==> config.mk <==
export PLATFORM = sky130hd
export DESIGN_NAME = can_accept_filter
export DESIGN_NICKNAME = d
export VERILOG_FILES = /design/src/rtl/can_accept_filter.sv
export SDC_FILE = /design/constraint.sdc
export NUM_CORES = 2
export LEC_CHECK = 0
export CORE_UTILIZATION = 63
export DETAILED_ROUTE_END_ITERATION = 8
export PLACE_DENSITY = 0.8
export SLEW_MARGIN = 5
export SYNTH_ARGS = -nofsm -noshare
export SYNTH_HDL_FRONTEND = slang
export SYNTH_SLANG_ARGS = --single-unit
==> constraint.sdc <==
create_clock -name clk -period 4.5 [get_ports clk]
set_clock_uncertainty 0.15 [all_clocks]
set_input_delay 0.675 -clock clk [delete_from_list [all_inputs] [get_ports clk]]
set_output_delay 0.675 -clock clk [all_outputs]
set_load 0.02 [all_outputs]
==> src/rtl/can_accept_filter.sv <==
module can_accept_filter #(
  parameter int NUM_MB  = 32,
  parameter int RX_ONLY = 8,
  parameter int TX_ONLY = 8,
  parameter int IDW     = 29,
  parameter int STDW    = 11,
  parameter int IW      = $clog2(NUM_MB)
) (
  input  logic           clk,
  input  logic           rst_n,
  input  logic           cfg_we,
  input  logic [IW-1:0]  cfg_mb,
  input  logic [1:0]     cfg_field,
  input  logic [IDW-1:0] cfg_wdata,
  input  logic           frm_valid,
  input  logic [IDW-1:0] frm_id,
  input  logic           frm_ide,
  input  logic           frm_rtr,
  input  logic [3:0]     frm_dlc,
  input  logic [7:0]     frm_byte0,
  input  logic [7:0]     frm_byte1,
  output logic           done,
  output logic           hit,
  output logic [IW-1:0]  hit_idx
);
  localparam logic [IW-1:0]  LAST    = IW'(NUM_MB - 1);
  localparam logic [IW-1:0]  CFG_LO  = IW'(RX_ONLY);
  localparam logic [IW-1:0]  TX_LO   = IW'(NUM_MB - TX_ONLY);
  localparam logic [IDW-1:0] STD_SEL = {{STDW{1'b1}}, {(IDW-STDW){1'b0}}};

  logic [IDW-1:0] mb_id   [NUM_MB];
  logic [IDW-1:0] mb_mask [NUM_MB];
  logic [15:0]    mb_data [NUM_MB];
  logic [3:0]     mb_ctl  [NUM_MB];

  always_ff @(posedge clk) begin
    if (!rst_n) begin
      for (int i = 0; i < NUM_MB; i++) mb_ctl[i] <= '0;
    end else if (cfg_we && cfg_field == 2'd2) begin
      mb_ctl[cfg_mb] <= cfg_wdata[3:0];
    end
  end

  always_ff @(posedge clk) begin
    if (cfg_we) begin
      case (cfg_field)
        2'd0:    mb_id[cfg_mb]   <= cfg_wdata;
        2'd1:    mb_mask[cfg_mb] <= cfg_wdata;
        2'd3:    mb_data[cfg_mb] <= cfg_wdata[15:0];
        default: ;
      endcase
    end
  end

  logic           busy, best_hit;
  logic [IW-1:0]  cnt, best_idx;
  logic [IDW-1:0] lat_id;
  logic           lat_ide, lat_rtr;
  logic [3:0]     lat_dlc;
  logic [15:0]    lat_bytes;

  wire [3:0]     ctl     = mb_ctl[cnt];
  wire           is_rx   = (cnt < CFG_LO) ? 1'b1 : (cnt >= TX_LO) ? 1'b0 : ctl[2];
  wire [IDW-1:0] sel     = ctl[1] ? {IDW{1'b1}} : STD_SEL;
  wire           id_ok   = ((lat_id ^ mb_id[cnt]) & mb_mask[cnt] & sel) == '0;
  wire           data_ok = !ctl[3] ||
                           (!lat_rtr && lat_dlc >= 4'd2 && lat_bytes == mb_data[cnt]);
  wire           match   = ctl[0] && is_rx && (ctl[1] == lat_ide) && id_ok && data_ok;

  always_ff @(posedge clk) begin
    if (!rst_n) begin
      busy <= 1'b0; cnt <= '0; done <= 1'b0; hit <= 1'b0; hit_idx <= '0;
      best_hit <= 1'b0; best_idx <= '0;
      lat_id <= '0; lat_ide <= 1'b0; lat_rtr <= 1'b0; lat_dlc <= '0; lat_bytes <= '0;
    end else begin
      done <= 1'b0;
      if (!busy && frm_valid) begin
        busy <= 1'b1; cnt <= '0; best_hit <= 1'b0;
        lat_id <= frm_id; lat_ide <= frm_ide; lat_rtr <= frm_rtr;
        lat_dlc <= frm_dlc; lat_bytes <= {frm_byte0, frm_byte1};
      end else if (busy) begin
        if (match) begin
          best_hit <= 1'b1; best_idx <= cnt;
        end
        if (cnt == LAST) begin
          busy <= 1'b0; done <= 1'b1;
          hit <= match || best_hit;
          hit_idx <= match ? cnt : best_idx;
        end else begin
          cnt <= cnt + 1'b1;
        end
      end
    end
  end

  AST_DONE_ONE_CYCLE: assert property (@(posedge clk) disable iff (!rst_n) done |=> !done);
  AST_RESULT_HOLDS: assert property (@(posedge clk) disable iff (!rst_n)
    !done |-> $stable(hit) && $stable(hit_idx));
  AST_NO_TX_WINNER: assert property (@(posedge clk) disable iff (!rst_n)
    done && hit |-> hit_idx < TX_LO);
  AST_BUSY_IGNORES_STROBE: assert property (@(posedge clk) disable iff (!rst_n)
    busy && frm_valid |=> $stable(lat_id) && $stable(lat_bytes));
  AST_DONE_ENDS_SCAN: assert property (@(posedge clk) disable iff (!rst_n)
    done |-> !busy);
endmodule

==> results.cfg <==
[yosys]
async_flop_share_pct = 0
syn_nets = 4782
ys_warn_count = 0
yosys-top-cells-area = edfxtp_1 75%, mux4_2 15%, dfxtp_1 1.5%
synth_edf_count = 2496
synthCells = 4688
synthFlopType = edfxtp_1
ys_types = 74
synth_top_cell_area_share_pct = 74.7
ys_seq_area_share_pct = 76.2
synth_seq_cells = 2570
avgSynthCellArea_sq_um = 21.4
synthesis.area_sq_um = 100000
synth_area_leader_cell = edfxtp_1

[floorplan]
dieWidth_microns = 401
core_sq_um = 158000
die_area_sq_um = 161000
die_h_microns = 401
io_pins = 98
start_util_pct = 63.4
num_rows = 146

[timing]
slew_headroom_pct = 15.0
setup_viol = 12
period_share_pct = 104
period_needed_ns = 4.67
max_freq_mhz = 214
finalHoldViolCount = 0
slew_violations = 0
worst_slew_pin_slew_ns = 1.28
whs_ns = 0.198
rsz0062_at_grt = yes
layout_setup_ws_ns = -0.168

[global_route]
grt_pass1_vias = 54300
grt_pass1_wl_microns = 396000
overflow = 0
grt_max_degree = 97
grt_use_total_pct = 35.5
grt_antenna_before_repair = 11

[placement]
placed_cells = 6856
place_area_sq_um = 105000
io_buffers = 96
hpwlAfterDp_microns = 144000
place_congestion = 0.850

[critical_path]
cp.required_ns = 5.10
cpPeakStageDelay_ns = 0.57
r2r_setup_slack_ns = -0.17
r2r-end = best_idx[0]
path_cells = buf_6 -> buf_12 -> buf_16 -> buf_16 -> buf_16 -> buf_4 -> buf_4 -> mux4_2 -> mux4_2 -> and2_0 -> a211oi_1 -> nand4_1 -> a21oi_4 -> a21boi_4 -> buf_12 -> buf_12 -> nand3_4 -> mux2i_1
cp_top_family = multiplexers
crit_type = reg2reg
crit_path_end_kind = flop
arrival_ns = 5.27
critPathMaxFanout = 7
cp-start-kind = flop
crit_cells = 18
worst_path_max_delay_cell = mux4_2
worstRegToRegCells = 18
crit_end = best_idx[0]
crit_buf_inv = 9

[drt]
wl_microns = 288000
initialDrtViolationCount = 9055
ant_nets = 0
routed-via-count = 53500
wire_per_inst_microns = 39.1
drtPass1Iterations = 6
drc = 0
via_per_inst = 7.26

[finish]
final_area_sq_um = 115000
drive_gt1_share_pct = 28.6
multi_input_area_sq_um = 23200
syn_to_final_growth_pct = 14.3
layout.cells.non_filler = 7364
fin_nets = 5174
seqCellArea_sq_um = 76400
fillers = 8337
fin_util_pct = 72.5

[status]
failed_checks = negative setup slack
outcome = finished, violations left

[power]
powerDensity_nw_per_um2 = 436
p_leak_nw = 35.9
fin_total_pwr_mw = 50.0
peakVddDrop_v = 0.000405

[clock_network]
cts-root-buf = clkbuf_16
clk_path_buf_depth = 3
tritoncts = yes
hold_buffers = 0
clk-insertion-delay-late_ns = 0.92
h-tree-depth = 4
numCtsBuffers = 235
clk_pin_slew_ns = 0.07
cts_sinks = 2570

[hold_path]
hp-class = in2reg

[flow_run]
cap_violations = 0
==> state kept, by name, indices dropped and copies added, names as in the netlist, 16 cells and up, named ones only <==
| register | count |
|---|---|
| lat_bytes | 16 |
| mb_id | 928 |
| mb_data | 512 |
| mb_mask | 928 |
| mb_ctl | 128 |
| lat_id | 29 |
==> repair_timing <==
| action | in CTS | in global routing |
|---|---|---|
| setup buffers | 12 | 36 |
| cloned | 11 | 2 |
| resized for setup | 46 | 40 |
| pin swaps | 10 | 17 |
| endpoints found under the setup margin | 12 | 11 |
==> area by class of cell <==
class	count	share of cell area (%)
sequential	2570	66.7
multi-input combinational	1844	20.2
clock buffer	279	5.41
timing repair buffer	411	3.83
tap	2072	2.26
clock inverter	166	1.52
inverter	18	0.0677
antenna	4	0.00873
==> cell usage in the layout (no fill, tap or decap), drive strengths merged, types with 18 or more instances in the layout <==
cell type | Yosys | routed
a21boi | 59 | 59
mux4 | 665 | 665
inv | 17 | 21
a21oi | 37 | 37
clkdlybuf4s50 | 0 | 66
clkinv | 1 | 124
buf | 153 | 335
a22oi | 31 | 31
nand2 | 223 | 223
xor2 | 46 | 46
xnor2 | 32 | 32
edfxtp | 2496 | 2496
nor3 | 18 | 18
and2 | 139 | 139
clkbuf | 103 | 281
nand3 | 41 | 41
bufinv | 0 | 26
dfxtp | 74 | 74
mux2i | 120 | 120
nor2 | 155 | 155
o21ai | 54 | 54
==> metrics by stage <==
step	worst slack [ns]	TNS (ns)
2_1_floorplan	0.671	0
5_1_grt	-0.215	-2.00
6_report	-0.168	-1.56
3_5_place_dp	-0.333	-3.59
3_3_place_gp	-0.320	-3.56
4_1_cts	0.0325	0
==> where the power goes <==
part | total, mW | internal, mW | switching (mW)
combinational | 2.85 | 1.22 | 1.62
sequential | 26.5 | 26.4 | 0.120
clock | 20.6 | 11.4 | 9.20
==> logic make-up (layout without fill, tap and decap cells) <==
kind of cell	count (synthesis)	after routing	share of synthesized area, %
AO/OA/AOI/OAI	301	301	2.14
other	0	4	0
multiplexers	794	794	16.2
adder cells (fa/ha/maj)	4	4	0.0474
AND/OR/NAND/NOR	667	667	3.22
buffers and inverters	274	874	1.47
XOR/XNOR	78	78	0.681
flip-flops	2570	2570	76.2
==> synthesized netlist by cell type (all sizes together) (5+ instances only) <==
cell / n
nand3b: 11
xor2: 46
edfxtp: 2496
a211oi: 10
nand2b: 11
nor2b: 16
nand2: 223
xnor2: 32
mux2i: 120
nor2: 155
nand3: 41
o2111ai: 7
a22o: 10
a22oi: 31
a21boi: 59
nor3: 18
inv: 17
dfxtp: 74
clkbuf: 103
o311ai: 7
a311oi: 5
o22ai: 12
a31o: 5
and2: 139
o221a: 5
mux4: 665
a221oi: 15
a31oi: 9
a21oi: 37
o21ai: 54
o221ai: 6
mux2: 9
buf: 153
nor3b: 13
nand4: 6
and3: 15
==> per-layer routing <==
| metal | GRT usage (%) | up-vias | wire (microns) |
|---|---|---|---|
| met5 | 0 | - | 38 |
| met4 | 21.6 | 6 | 21000 |
| met3 | 7.88 | 1078 | 37200 |
| met2 | 56.7 | 5109 | 140000 |
| met1 | 45.1 | 27100 | 89400 |
| li1 | - | 20200 | - |
==> worst register-to-register path, cell delays in order (launching register included) <==
cell and delay (ns):
dfxtp_4 0.43, buf_6 0.14, buf_12 0.13, buf_16 0.13, buf_16 0.17, buf_16 0.16
buf_4 0.13, buf_4 0.10, mux4_2 0.49, mux4_2 0.57, and2_0 0.19, a211oi_1 0.31
nand4_1 0.36, a21oi_4 0.26, a21boi_4 0.22, buf_12 0.16, buf_12 0.12, nand3_4 0.13
mux2i_1 0.17
==> worst min path at each step <==
stage,from,to,slack [ns],depth (start not counted)
after floorplan,best_idx[3],best_idx[3],0.28,2
after CTS,frm_id[16],lat_id[16],0.16,3
after detailed placement,best_hit,best_hit,0.30,2
after global routing,cfg_wdata[8],mb_mask[17][8],0.19,1
final,frm_byte0[4],lat_bytes[12],0.20,3
after global placement,best_hit,best_hit,0.29,2
(Power assumes the default switching activity.)
